$ cat src/rtl/wrgate_pkg.sv
package wrgate_pkg;
  typedef enum logic [1:0] {
    EV_START = 2'd0,
    EV_STOP  = 2'd1,
    EV_BYTE  = 2'd2,
    EV_ABORT = 2'd3
  } ev_kind_e;

  typedef enum logic [2:0] {
    S_IDLE, S_SLV, S_ADR1, S_ADR0, S_DATA, S_IGN
  } fsm_e;

  localparam logic [6:0] ID_ARRAY = 7'b1010111;
  localparam logic [6:0] ID_REGS  = 7'b1101111;
endpackage

$ cat src/rtl/wrgate_prot.sv
module wrgate_prot #(
  parameter int ARR_AW  = 11,
  parameter int PAGE_AW = 6
) (
  input  logic [2:0]        bp,
  input  logic [ARR_AW-1:0] addr,
  output logic              prot
);
  logic [ARR_AW:0] low_lim;

  always_comb begin
    low_lim = (ARR_AW+1)'(1) << (PAGE_AW + int'(bp[1:0]));
    case (bp)
      3'b000:  prot = 1'b0;
      3'b001:  prot = addr[ARR_AW-1] & addr[ARR_AW-2];
      3'b010:  prot = addr[ARR_AW-1];
      3'b011:  prot = 1'b1;
      default: prot = ({1'b0, addr} < low_lim);
    endcase
  end

  // the first page is covered by every low-range setting
  always_comb begin
    p_first_page_r6: assert (!(bp[2] && addr[ARR_AW-1:PAGE_AW] == '0) || prot);
    p_none_r6: assert (bp != 3'b000 || !prot);
  end
endmodule

$ cat src/rtl/wrgate_latch.sv
module wrgate_latch (
  input  logic       clk,
  input  logic       rst_n,
  input  logic       st_wr,
  input  logic [7:0] st_val,
  input  logic       nv_done,
  output logic       wel,
  output logic       rwel
);
  always_ff @(posedge clk) begin
    if (!rst_n) begin
      wel  <= 1'b0;
      rwel <= 1'b0;
    end else if (st_wr) begin
      case (st_val)
        8'h00: begin wel <= 1'b0; rwel <= 1'b0; end
        8'h02: begin wel <= 1'b1; rwel <= 1'b0; end
        8'h06: if (wel) begin wel <= 1'b1; rwel <= 1'b1; end
        default: ;
      endcase
    end else if (nv_done) begin
      rwel <= 1'b0;
    end
  end

  p_rwel_needs_wel_r2: assert property (@(posedge clk) disable iff (!rst_n)
    rwel |-> wel);
  p_rwel_clear_r11: assert property (@(posedge clk) disable iff (!rst_n)
    nv_done |=> !rwel);
  p_done_keeps_wel_r11: assert property (@(posedge clk) disable iff (!rst_n)
    (nv_done && !st_wr) |=> (wel == $past(wel)));
endmodule

$ cat src/rtl/wrgate_timer.sv
module wrgate_timer #(
  parameter int BUSY_CYCLES = 1250000
) (
  input  logic clk,
  input  logic rst_n,
  input  logic start,
  output logic busy,
  output logic done
);
  localparam int CW = $clog2(BUSY_CYCLES + 1);
  localparam logic [CW-1:0] LOAD = CW'(BUSY_CYCLES);

  logic [CW-1:0] cnt;

  always_ff @(posedge clk) begin
    if (!rst_n)      cnt <= '0;
    else if (start)  cnt <= LOAD;
    else if (busy)   cnt <= cnt - 1'b1;
  end

  assign busy = (cnt != '0);
  assign done = (cnt == CW'(1));

  p_start_idle_r9: assert property (@(posedge clk) disable iff (!rst_n)
    start |-> !busy);
  p_start_busy_r9: assert property (@(posedge clk) disable iff (!rst_n)
    start |=> busy);
endmodule

$ cat src/rtl/wrgate_top.sv
module wrgate_top
  import wrgate_pkg::*;
#(
  parameter int ARR_AW      = 11,
  parameter int PAGE_AW     = 6,
  parameter int SEC_AW      = 3,
  parameter int REG_AW      = 6,
  parameter int STAT_ADDR   = 63,
  parameter int BUSY_CYCLES = 1250000
) (
  input  logic              clk,
  input  logic              rst_n,
  input  logic              ev_valid,
  input  logic [1:0]        ev_kind,
  input  logic [7:0]        ev_byte,
  input  logic [2:0]        bp,
  output logic              ack_valid,
  output logic              ack,
  output logic              wr_valid,
  output logic              wr_space,
  output logic [ARR_AW-1:0] wr_addr,
  output logic [7:0]        wr_data,
  output logic              stg_clear,
  output logic              commit,
  output logic              commit_space,
  output logic              busy,
  output logic              wel,
  output logic              rwel
);
  localparam logic [REG_AW-1:0] STAT_A = REG_AW'(STAT_ADDR);

  fsm_e              st, st_n;
  logic [7:0]        hi, hi_n, sv, sv_n;
  logic [ARR_AW-1:0] ptr, ptr_n, ptr_inc;
  logic              spc, spc_n, stat, stat_n, nb, nb_n, emit, emit_n;
  logic              ackv_n, ack_n, wrv_n, clr_n, com_n, st_wr;
  logic [ARR_AW-1:0] wra_n;
  logic [7:0]        wrd_n;
  logic [15:0]       a16;
  logic              prot, nv_done, allowed;

  wrgate_prot #(.ARR_AW(ARR_AW), .PAGE_AW(PAGE_AW)) u_prot (
    .bp(bp), .addr(ptr), .prot(prot));

  wrgate_latch u_latch (
    .clk(clk), .rst_n(rst_n), .st_wr(st_wr), .st_val(sv),
    .nv_done(nv_done), .wel(wel), .rwel(rwel));

  wrgate_timer #(.BUSY_CYCLES(BUSY_CYCLES)) u_timer (
    .clk(clk), .rst_n(rst_n), .start(com_n), .busy(busy), .done(nv_done));

  // page or section wrap of the running pointer
  generate
    if (ARR_AW > PAGE_AW) begin : g_wrap
      always_comb begin
        if (spc)
          ptr_inc = {ptr[ARR_AW-1:SEC_AW], ptr[SEC_AW-1:0] + 1'b1};
        else
          ptr_inc = {ptr[ARR_AW-1:PAGE_AW], ptr[PAGE_AW-1:0] + 1'b1};
      end
    end else begin : g_flat
      assign ptr_inc = ptr + 1'b1;
    end
  endgenerate

  assign a16     = {hi, ev_byte};
  assign allowed = wel && (!spc || rwel);

  always_comb begin
    st_n = st; hi_n = hi; sv_n = sv; ptr_n = ptr;
    spc_n = spc; stat_n = stat; nb_n = nb; emit_n = emit;
    ackv_n = 1'b0; ack_n = 1'b0; wrv_n = 1'b0; clr_n = 1'b0;
    com_n = 1'b0; st_wr = 1'b0;
    wra_n = wr_addr; wrd_n = wr_data;
    if (ev_valid) begin
      case (ev_kind)
        EV_START: st_n = S_SLV;
        EV_ABORT: st_n = S_IDLE;
        EV_STOP: begin
          if (st == S_DATA && nb) begin
            if (stat)      st_wr = 1'b1;
            else if (emit) com_n = 1'b1;
          end
          st_n = S_IDLE;
        end
        default: begin
          ackv_n = 1'b1;
          if (busy) begin
            if (st != S_IDLE) st_n = S_IGN;
          end else begin
            case (st)
              S_SLV: begin
                if (ev_byte[7:1] == ID_ARRAY || ev_byte[7:1] == ID_REGS) begin
                  ack_n = 1'b1;
                  spc_n = (ev_byte[7:1] == ID_REGS);
                  st_n  = ev_byte[0] ? S_IGN : S_ADR1;
                end else begin
                  st_n = S_IGN;
                end
              end
              S_ADR1: begin
                ack_n = 1'b1;
                hi_n  = ev_byte;
                st_n  = S_ADR0;
              end
              S_ADR0: begin
                ack_n  = 1'b1;
                ptr_n  = a16[ARR_AW-1:0];
                stat_n = spc && (a16[REG_AW-1:0] == STAT_A);
                clr_n  = !stat_n;
                nb_n   = 1'b0;
                emit_n = 1'b0;
                st_n   = S_DATA;
              end
              S_DATA: begin
                if (stat) begin
                  if (!nb) begin
                    ack_n = 1'b1;
                    sv_n  = ev_byte;
                    nb_n  = 1'b1;
                  end else begin
                    st_n = S_IGN;
                  end
                end else if (allowed) begin
                  ack_n = 1'b1;
                  nb_n  = 1'b1;
                  ptr_n = ptr_inc;
                  if (spc || !prot) begin
                    wrv_n  = 1'b1;
                    wra_n  = ptr;
                    wrd_n  = ev_byte;
                    emit_n = 1'b1;
                  end
                end else begin
                  st_n = S_IGN;
                end
              end
              default: ;
            endcase
          end
        end
      endcase
    end
  end

  always_ff @(posedge clk) begin
    if (!rst_n) begin
      st <= S_IDLE; hi <= '0; sv <= '0; ptr <= '0;
      spc <= 1'b0; stat <= 1'b0; nb <= 1'b0; emit <= 1'b0;
      ack_valid <= 1'b0; ack <= 1'b0; wr_valid <= 1'b0; wr_space <= 1'b0;
      wr_addr <= '0; wr_data <= '0; stg_clear <= 1'b0;
      commit <= 1'b0; commit_space <= 1'b0;
    end else begin
      st <= st_n; hi <= hi_n; sv <= sv_n; ptr <= ptr_n;
      spc <= spc_n; stat <= stat_n; nb <= nb_n; emit <= emit_n;
      ack_valid <= ackv_n; ack <= ack_n; wr_valid <= wrv_n;
      wr_addr <= wra_n; wr_data <= wrd_n; stg_clear <= clr_n;
      if (wrv_n) wr_space <= spc;
      commit <= com_n;
      if (com_n) commit_space <= spc;
    end
  end

  p_wr_needs_wel_r4: assert property (@(posedge clk) disable iff (!rst_n)
    wr_valid |-> wel);
  p_reg_needs_rwel_r5: assert property (@(posedge clk) disable iff (!rst_n)
    (wr_valid && wr_space) |-> rwel);
  p_busy_nack_r10: assert property (@(posedge clk) disable iff (!rst_n)
    (ack_valid && ack) |-> !$past(busy));
  p_commit_busy_r9: assert property (@(posedge clk) disable iff (!rst_n)
    commit |-> busy);
  p_commit_fresh_r9: assert property (@(posedge clk) disable iff (!rst_n)
    commit |-> !$past(busy));
  p_ack_has_valid_r12: assert property (@(posedge clk) disable iff (!rst_n)
    (ack || wr_valid || stg_clear) |-> ack_valid);
endmodule

$ cat config.mk
export PLATFORM = sky130hd
export DESIGN_NAME = wrgate_top
export DESIGN_NICKNAME = d
export VERILOG_FILES = /design/src/rtl/wrgate_pkg.sv /design/src/rtl/wrgate_prot.sv /design/src/rtl/wrgate_latch.sv /design/src/rtl/wrgate_timer.sv /design/src/rtl/wrgate_top.sv
export SDC_FILE = /design/constraint.sdc
export NUM_CORES = 1
export LEC_CHECK = 0
export BUFFER_PORTS_ARGS = -buffer_cell sky130_fd_sc_hd__buf_2
export CAP_MARGIN = 20
export CORE_UTILIZATION = 50
export DETAILED_ROUTE_END_ITERATION = 8
export GPL_TIMING_DRIVEN = 1
export PLACE_DENSITY_LB_ADDON = 0.25
export REMOVE_ABC_BUFFERS = 1
export SLEW_MARGIN = 20
export SYNTH_ARGS = -nofsm -noshare
export SYNTH_HDL_FRONTEND = slang
export SYNTH_HIERARCHICAL = 1
export SYNTH_SLANG_ARGS = --single-unit
$ cat constraint.sdc
create_clock -name clk -period 4.3 [get_ports clk]
set_input_delay 0.43 -clock clk [delete_from_list [all_inputs] [get_ports clk]]
set_output_delay 0.43 -clock clk [all_outputs]
set_load 0.03 [all_outputs]
Word-level counts from Yosys, hierarchy flattened
Cells that the tools add are included.
W data, S select, Z words.
{ "totals": {"out_inout_bits": 29, "inputBits": 16, "ff_bits": 78, "word_cells": 154} }
{ "op_classes": {"bitwise_logic": 9, "order_cmp": 1, "n_addsub": 4, "muxes": 51, "n_eq_ne": 25, "reduce_logical": 40, "n_shift": 1} }
{ "ops": {"columns": ["cell", "count"], "rows": [
  ["$mux W21", 2],
  ["$shl A1 B32 Y12 const A", 1],
  ["$mux W1", 30],
  ["$mux W11", 2],
  ["$pmux W11 S2", 1],
  ["$eq A21 B1 Y1 const B", 1],
  ["$mux W3", 7],
  ["$reduce_and A7 Y1", 3],
  ["$reduce_bool A21 Y1", 1],
  ["$sub A21 B1 Y21 const B", 1],
  ["$reduce_and A5 Y1", 4],
  ["$eq A7 B7 Y1 const B", 2],
  ["$eq A3 B2 Y1 const B", 4],
  ["$lt A11 B12 Y1", 1],
  ["$ne A6 B5 Y1 const B", 2],
  ["$pmux W3 S4", 1],
  ["$reduce_and A6 Y1", 2],
  ["$eq A8 B2 Y1 const B", 1],
  ["$eq A8 B3 Y1 const B", 1],
  ["$logic_not A8 Y1", 1],
  ["$not A1 Y1", 8],
  ["$reduce_and A4 Y1", 2],
  ["$reduce_or A2 Y1", 4],
  ["$reduce_bool A7 Y1", 1],
  ["other kinds (31)", 48]
]} }

Longest topological paths before layout
Gate-level depths: netlist of the first run.
{ "depth": {"depth_word": 13, "ltp_mapped": 11, "mapped_depth_nobuf": 10} }

Modules after synthesis
Netlist of the first run, hierarchy kept.
{ "by_module_without_submodules": {"columns": ["mod", "area_each_um2", "cells_per_inst", "seq_area_each_um2", "n_inst"], "rows": [
  ["wrgate_top", 2586.2, 306, 1101.1, 1],
  ["wrgate_timer", 1203.7, 138, 420.4, 1],
  ["wrgate_prot", 209.0, 27, 0.0, 1],
  ["wrgate_latch", 122.6, 14, 40.0, 1]
]} }

Least setup slack after synthesis of the first run
OpenSTA, ideal clock, no wires.
{ "synth_timing": {"kind": "reg-to-reg", "startpoint": "reg u_timer.cnt[0]", "endpoint": "reg wr_addr[10]", "synth_period_minus_slack_ns": 3.181, "stages_incl_launch_ff": 12, "path_buffers": 2, "required_ns": 4.229, "slack_ns": 1.119, "arrival_ns": 3.110, "path_cell_list": "dfxtp_1 -> inv_1 -> ha_1 -> or4b_1 -> nor4_4 -> buf_6 -> nand2_4 -> nand3b_1 -> nor2_1 -> clkbuf_1 -> nand3_1 -> a21oi_1"} }
{ "synth_via": {"elab_chain_len": 3} }
{ "synth_lines": {"columns": ["element", "line", "rtl"], "rows": [
  ["start: declaration", "wrgate_timer.sv:13", "logic [CW-1:0] cnt;"],
  ["start signal: assignment", "wrgate_timer.sv:18", "else if (busy) cnt <= cnt - 1'b1;"],
  ["$reduce_bool A21 Y1", "wrgate_timer.sv:21", "assign busy = (cnt != '0);"],
  ["named net busy", "wrgate_top.sv:26", "output logic busy,"],
  ["$not A1 Y1 (no line)", null, null],
  ["$reduce_and A7 Y1 (no line)", null, null],
  ["end signal: assignment", "wrgate_top.sv:157", "wr_addr <= wra_n; wr_data <= wrd_n; stg_clear <= clr_n;"],
  ["end: declaration", "wrgate_top.sv:21", "output logic [ARR_AW-1:0] wr_addr,"]
]} }
The timed path passes the listed nets, and every way through them passes these cells.
A chain may end at the register's enable or synchronous reset.

Worst setup path in the final report of the first run
{ "layout_timing": {"startpoint": "reg u_timer.cnt[0]", "endpoint": "reg wr_data[1]"} }
{ "layout_via": {"elab_chain_len": 3} }
{ "layout_lines": {"columns": ["element", "line", "rtl"], "rows": [
  ["$reduce_bool A21 Y1", "wrgate_timer.sv:21", null],
  ["$not A1 Y1 (no line)", null, null],
  ["$reduce_and A7 Y1 (no line)", null, null],
  ["end signal: assignment", "wrgate_top.sv:157", null],
  ["end: declaration", "wrgate_top.sv:22", "output logic [7:0] wr_data,"]
]} }
No other way between the ends.

==> out/qor.yml, run 1 <==
outcome:
  status: "completed"
route:
  route.vias.total: 3819
  routed_via_density: 6.09
  drt_iter0_markers: 253
  drtPass1Iterations: 5
  drt_wl_total_microns: 10400
  postRouteAntennaNets: 0
  drc: 0
  routedWlPerCell_microns: 16.5
pwr:
  p_leak_nw: 1.76
  ir_drop_mv: 0.242
  powerDensity_mw_per_mm2: 498
timing:
  final.setup.tns_ps: 0
  rsz0062_at_grt: "false"
  report.final.slew_viol_count: 0
  fin_crit_sh: 0.755
  setup_viol: 0
  timing.hold.ws_ps: 380
  finalHoldViolCount: 0
  max_freq_ghz: 0.308
  relSlewSlack: 0.353
  period_minus_slack_ps: 3240
  tightest_slew_ps: 970
  fin_skew_ps: 13.7
yosys:
  syn_area_sq_mm: 0.00412
  async_flop_share: 0
  synth_seq_area_share: 0.379
  ys.flop_type: "dfxtp_1"
  synthCells: 485
  synth-edff-count: 0
  ys_types: 65
  ys_seq_elements: 78
  synth_area_per_cell_sq_um: 8.50
  ys_warn_count: 6
global_route:
  grt_pass1_vias: 3540
  antenna_found_initial: 0
  grt_max_degree: 27
  grt_usage: 0.250
  grt_overflow: 0
  grt_pass1_wl_microns: 17200
clocking:
  cts-root-buf: "clkbuf_8"
  clk_latency_ps: 350
  postCtsSetupBuffers: 0
  cts_hold_buf: 0
  cts.sinks: 78
  clk_pin_slew_ps: 90
  cts-htree-levels: 3
  clockBufferDepth: 2
  cts_buffers: 9
  post_cts_resize_count: 0
  cts_tree: "built"
placed_design:
  dpl.hpwl_microns: 7260
  port_buffers: 44
  place_congestion: 0.875
setup_path:
  critPathRequiredTime_ps: 4500
  cpMaxStageDelayCell: "or4b_1"
  path_cells: "inv_1 -> ha_1 -> or4b_1 -> nor4_4 -> nand2_4 -> and3b_1 -> nand2b_1 -> o21ai_0 -> a21oi_1"
  slowest_delay_ps: 530
  startpoint_type: "register"
  critPathMaxFanout: 21
  worstPathArrival_ps: 3450
  end_kind: "register"
  path_class: "reg -> reg"
die:
  die_x_microns: 92.8
  ios: 45
  rows: 32
  die_area_sq_mm: 0.00861
  initial_core_util: 0.525
  core-area_sq_mm: 0.00785
  die_h_microns: 92.8
job:
  drv_cap: 0
layout:
  area_growth_pct: 10.7
  drive_gt1_frac: 0.154
  diodes: 0
  nNetsFinal: 551
  final_cell_mix: "78 x dfxtp_1, 44 x buf_2, 41 x a21oi_1, 37 x nand3_1, 33 x nor2_1"
  fillers: 754
  final_common_cell: "dfxtp_1"
worst_hold_path:
  hold_class: "in -> reg"
-- state kept, by name, indices dropped and copies added (netlist names), 3 cells and up --
| signal | cells |
|---|---|
| u_timer/cnt | 21 |
| ptr | 11 |
| wr_addr | 11 |
| sv | 8 |
| wr_data | 8 |
| hi | 3 |
| st | 3 |
-- metrics by stage --
stage | worst slack [ps] | util | power, mW | instances | instance area, sq um
floorplan | 943 | - | 1.56 | 460 | 4000
global placement | 1240 | 0.559 | 1.74 | 611 | 4380
detailed placement | 1110 | 0.559 | 1.77 | 611 | 4380
CTS | 1100 | 0.581 | 2.28 | 627 | 4560
global route | 780 | 0.581 | 2.43 | 627 | 4560
finish | 1060 | 0.581 | 2.27 | 627 | 4560
-- synth_stat cells, drive strengths merged, types with 7 or more instances --
cell | number | area share
a211oi | 8 | 0.016
a21oi | 41 | 0.050
a31oi | 9 | 0.014
buf | 7 | 0.014
clkbuf | 21 | 0.019
dfxtp | 78 | 0.38
ha | 15 | 0.046
inv | 13 | 0.012
mux2i | 13 | 0.032
nand2 | 30 | 0.029
nand2b | 9 | 0.014
nand3 | 37 | 0.045
nor2 | 33 | 0.030
nor3 | 14 | 0.018
nor4 | 15 | 0.034
o21ai | 31 | 0.038
o31a | 9 | 0.019
o31ai | 9 | 0.016
or4 | 9 | 0.016
-- worst paths after layout --
check                    end  depth (start not counted)            from  slack [ps]
setup / recovery  wr_data[1]                          9  u_timer/cnt[0]        1060
hold / removal    wr_data[7]                          3      ev_byte[7]         380
setup reg to reg  wr_data[1]                          9  u_timer/cnt[0]        1060
hold reg to reg       ptr[9]                          2           hi[1]         470
-- critical path, delay by kind of cell (launching register included) --
family	cells	cell delay, ps
buf+inv	1	100
flops	1	350
simple gates	5	2010
compound gates	2	460
fa+ha+maj	1	160
-- routing by layer --
layer | part of all wire | track usage | vias up
met5 | 0 | 0 | -
met4 | 0.0096 | 0.0551 | 0
met3 | 0.044 | 0.0460 | 12
met2 | 0.49 | 0.431 | 120
met1 | 0.46 | 0.322 | 1795
li1 | - | - | 1892
-- area by class of cell --
type                       instances  area [sq um]  area share
tap                              102           128      0.0280
multi-input combinational        369          2390       0.523
timing repair buffer              49           258      0.0565
clock buffer                       9           124      0.0272
sequential                        78          1560       0.342
clock inverter                     7          53.8      0.0118
inverter                          13          48.8      0.0107
-- cells by family after synthesis --
kind of cell    share of synthesized area
flops                               0.379
fa+ha+maj                          0.0455
simple gates                        0.267
buf+inv                            0.0446
other cells                      0.000910
xor+xnor                          0.00425
mux                                0.0316
compound gates                      0.227
-- where the power goes --
group | internal, mW | switching, mW | total, mW
Combinational | 0.332 | 0.525 | 0.857
Clock | 0.216 | 0.292 | 0.508
Sequential | 0.803 | 0.102 | 0.905
Total | 1.35 | 0.920 | 2.27
Note: power is estimated with default switching activity, not from simulation.
==> run 2, diff against run 1 <==
==> constraint.sdc (replaced) <==
create_clock -name clk -period 3.27 [get_ports clk]
set_input_delay 0.327 -clock clk [delete_from_list [all_inputs] [get_ports clk]]
set_output_delay 0.327 -clock clk [all_outputs]
set_load 0.03 [all_outputs]
==> run 2 against run 1 <==
Die area is the same. Clock skew grew 0.83 ps. Sequential power grew 31%. Critical path depth grew 1. Fmax grew 7.9%. Sequential cell count is the same. First-iteration DRC count shrank 19%. Clock power grew 49%. Final area grew 1.6%. Register-to-register slack lost 790 ps. Count of clock-buffer cells in the layout is the same. Final cell count grew 0.96%. Critical path type unchanged. Largest cell class unchanged.
==> out/qor.yml, run 2 (synthesis results as in run 1) <==
outcome:
  status: "completed"
setup_path:
  worstPathArrival_ps: 3240
  end_kind: "register"
  critPathRequiredTime_ps: 3500
  critPathTopFamily: "simple AND/OR/NAND/NOR gates"
  slowest_delay_ps: 530
  crit_top_cell: "nor4_4"
  startpoint_type: "register"
  path_class: "reg -> reg"
  critPathMaxFanout: 9
  critPathBufInv: 2
  cpMaxStageDelayCell: "or4b_1"
  path_cells: "inv_1 -> ha_1 -> or4b_1 -> nor4_4 -> nand2_4 -> nand3b_1 -> nor4_4 -> buf_4 -> mux2i_1 -> nor2_1"
route:
  drtPass1Iterations: 4
  maxUsedRoutingLayer: "met4"
  route.vias.total: 3924
  wl_met2_microns: 5140
  drt_wl_total_microns: 10600
  route.layer.met1.wl_microns: 4720
  postRouteAntennaNets: 0
  drc: 0
  routed_via_density: 6.20
  drt_iter0_markers: 206
  routedWlPerCell_microns: 16.7
  met3_length_microns: 534
die:
  die_area_sq_mm: 0.00861
  core-area_sq_mm: 0.00785
  die_x_microns: 92.8
  rows: 32
  die_h_microns: 92.8
  initial_core_util: 0.525
  ios: 45
clocking:
  cts_tree: "built"
  cts_buffers: 9
  cts_hold_buf: 0
  cts-root-buf: "clkbuf_8"
  clk_pin_slew_ps: 90
  cts.sinks: 78
  clk_latency_ps: 360
  clockBufferDepth: 2
  cts-htree-levels: 3
layout:
  fillers: 734
  diodes: 0
  largest_reg_flops: 21
  final_core_util: 0.591
  nNetsFinal: 557
  top_register: "u_timer/cnt"
  top_regs: "u_timer/cnt (21), ptr (11), wr_addr (11)"
  drive_gt1_frac: 0.166
  final_cells: 633
  area_growth_pct: 12.5
  final_common_cell: "dfxtp_1"
  register_area_sq_mm: 0.00156
  final_cell_mix: "78 x dfxtp_1, 44 x buf_2, 41 x a21oi_1, 37 x nand3_1, 33 x nor2_1"
  postLayoutCellArea_sq_mm: 0.00464
  multi_input_area_sq_mm: 0.00239
timing:
  fin_crit_sh: 0.920
  fin_ws_ps: 262
  max_freq_ghz: 0.332
  fin_skew_ps: 14.6
  rsz0062_at_grt: "false"
  final.setup.tns_ps: 0
  relSlewSlack: 0.475
  finalHoldViolCount: 0
  period_minus_slack_ps: 3010
  report.final.slew_viol_count: 0
  setup_viol: 0
  tightest_slew_ps: 785
placed_design:
  dpl_cell_area_sq_mm: 0.00442
  place_congestion: 0.873
  dpl.hpwl_microns: 7420
  dp_cells: 616
  pre_cts_slack_ps: 170
  port_buffers: 44
global_route:
  grt_pass1_vias: 3722
  antenna_found_initial: 0
  grt_max_degree: 23
  grt_pass1_wl_microns: 17800
  grt_overflow: 0
  grt_usage: 0.260
pwr:
  power_frac_comb: 0.375
  power_frac_seq: 0.382
  power.share.clock: 0.243
  powerDensity_mw_per_mm2: 673
  p_sw_frac: 0.400
  intPower_mw: 1.87
  ir_drop_mv: 0.305
  p_leak_nw: 1.79
  power_switching_mw: 1.25
job:
  drv_cap: 0
worst_hold_path:
  hold_class: "in -> reg"
[run 2: path summary, 6_finish.rpt]
check	cells after the start	slack (ps)	from	end
setup / recovery	10	260	u_timer/cnt[0]	sv[3]
hold / removal	3	280	ev_byte[3]	wr_data[3]
setup reg to reg	10	260	u_timer/cnt[0]	sv[3]
hold reg to reg	2	470	hi[1]	ptr[9]
[run 2: layout make-up]
cell class | instances | share of cell area
Clock buffer | 9 | 0.0267
Clock inverter | 7 | 0.0175
Inverter | 13 | 0.0105
Multi-Input combinational cell | 369 | 0.516
Sequential cell | 78 | 0.337
Tap cell | 102 | 0.0275
Timing Repair Buffer | 55 | 0.0653
[run 2: power by group through the flow]
stage	Sequential (mW)	Clock [mW]	Combinational, mW
6_report	1.19	0.758	1.17
5_1_grt	1.21	0.812	1.28
4_1_cts	1.19	0.772	1.15
3_5_place_dp	1.21	0	1.15
3_3_place_gp	1.20	0	1.11
2_1_floorplan	1.18	0	0.868
[run 2: routing by layer]
layer | vias up | track usage
met3 | 23 | 0.0476
met2 | 122 | 0.433
met1 | 1859 | 0.334
met4 | 0 | 0.0987
li1 | 1920 | -
met5 | - | 0
[run 2: repair_timing]
| item | in CTS | in global routing |
|---|---|---|
| gates resized for setup | 0 | 1 |
| setup endpoints to repair | 0 | 11 |
| buffers inserted | 0 | 1 |
[run 2: worst register-to-register path: cells and delay by family, from the launching register on]
family,cells,cell delay [ps]
mux,1,210
flops,1,350
simple gates,6,1810
buf+inv,2,330
fa+ha+maj,1,170
[run 2: metrics by stage]
stage | hold slack (ps) | power, mW
after floorplan | 432 | 2.05
after CTS | 260 | 3.12
after global routing | 264 | 3.30
after detailed placement | 455 | 2.36
final | 275 | 3.12
after global placement | 456 | 2.31
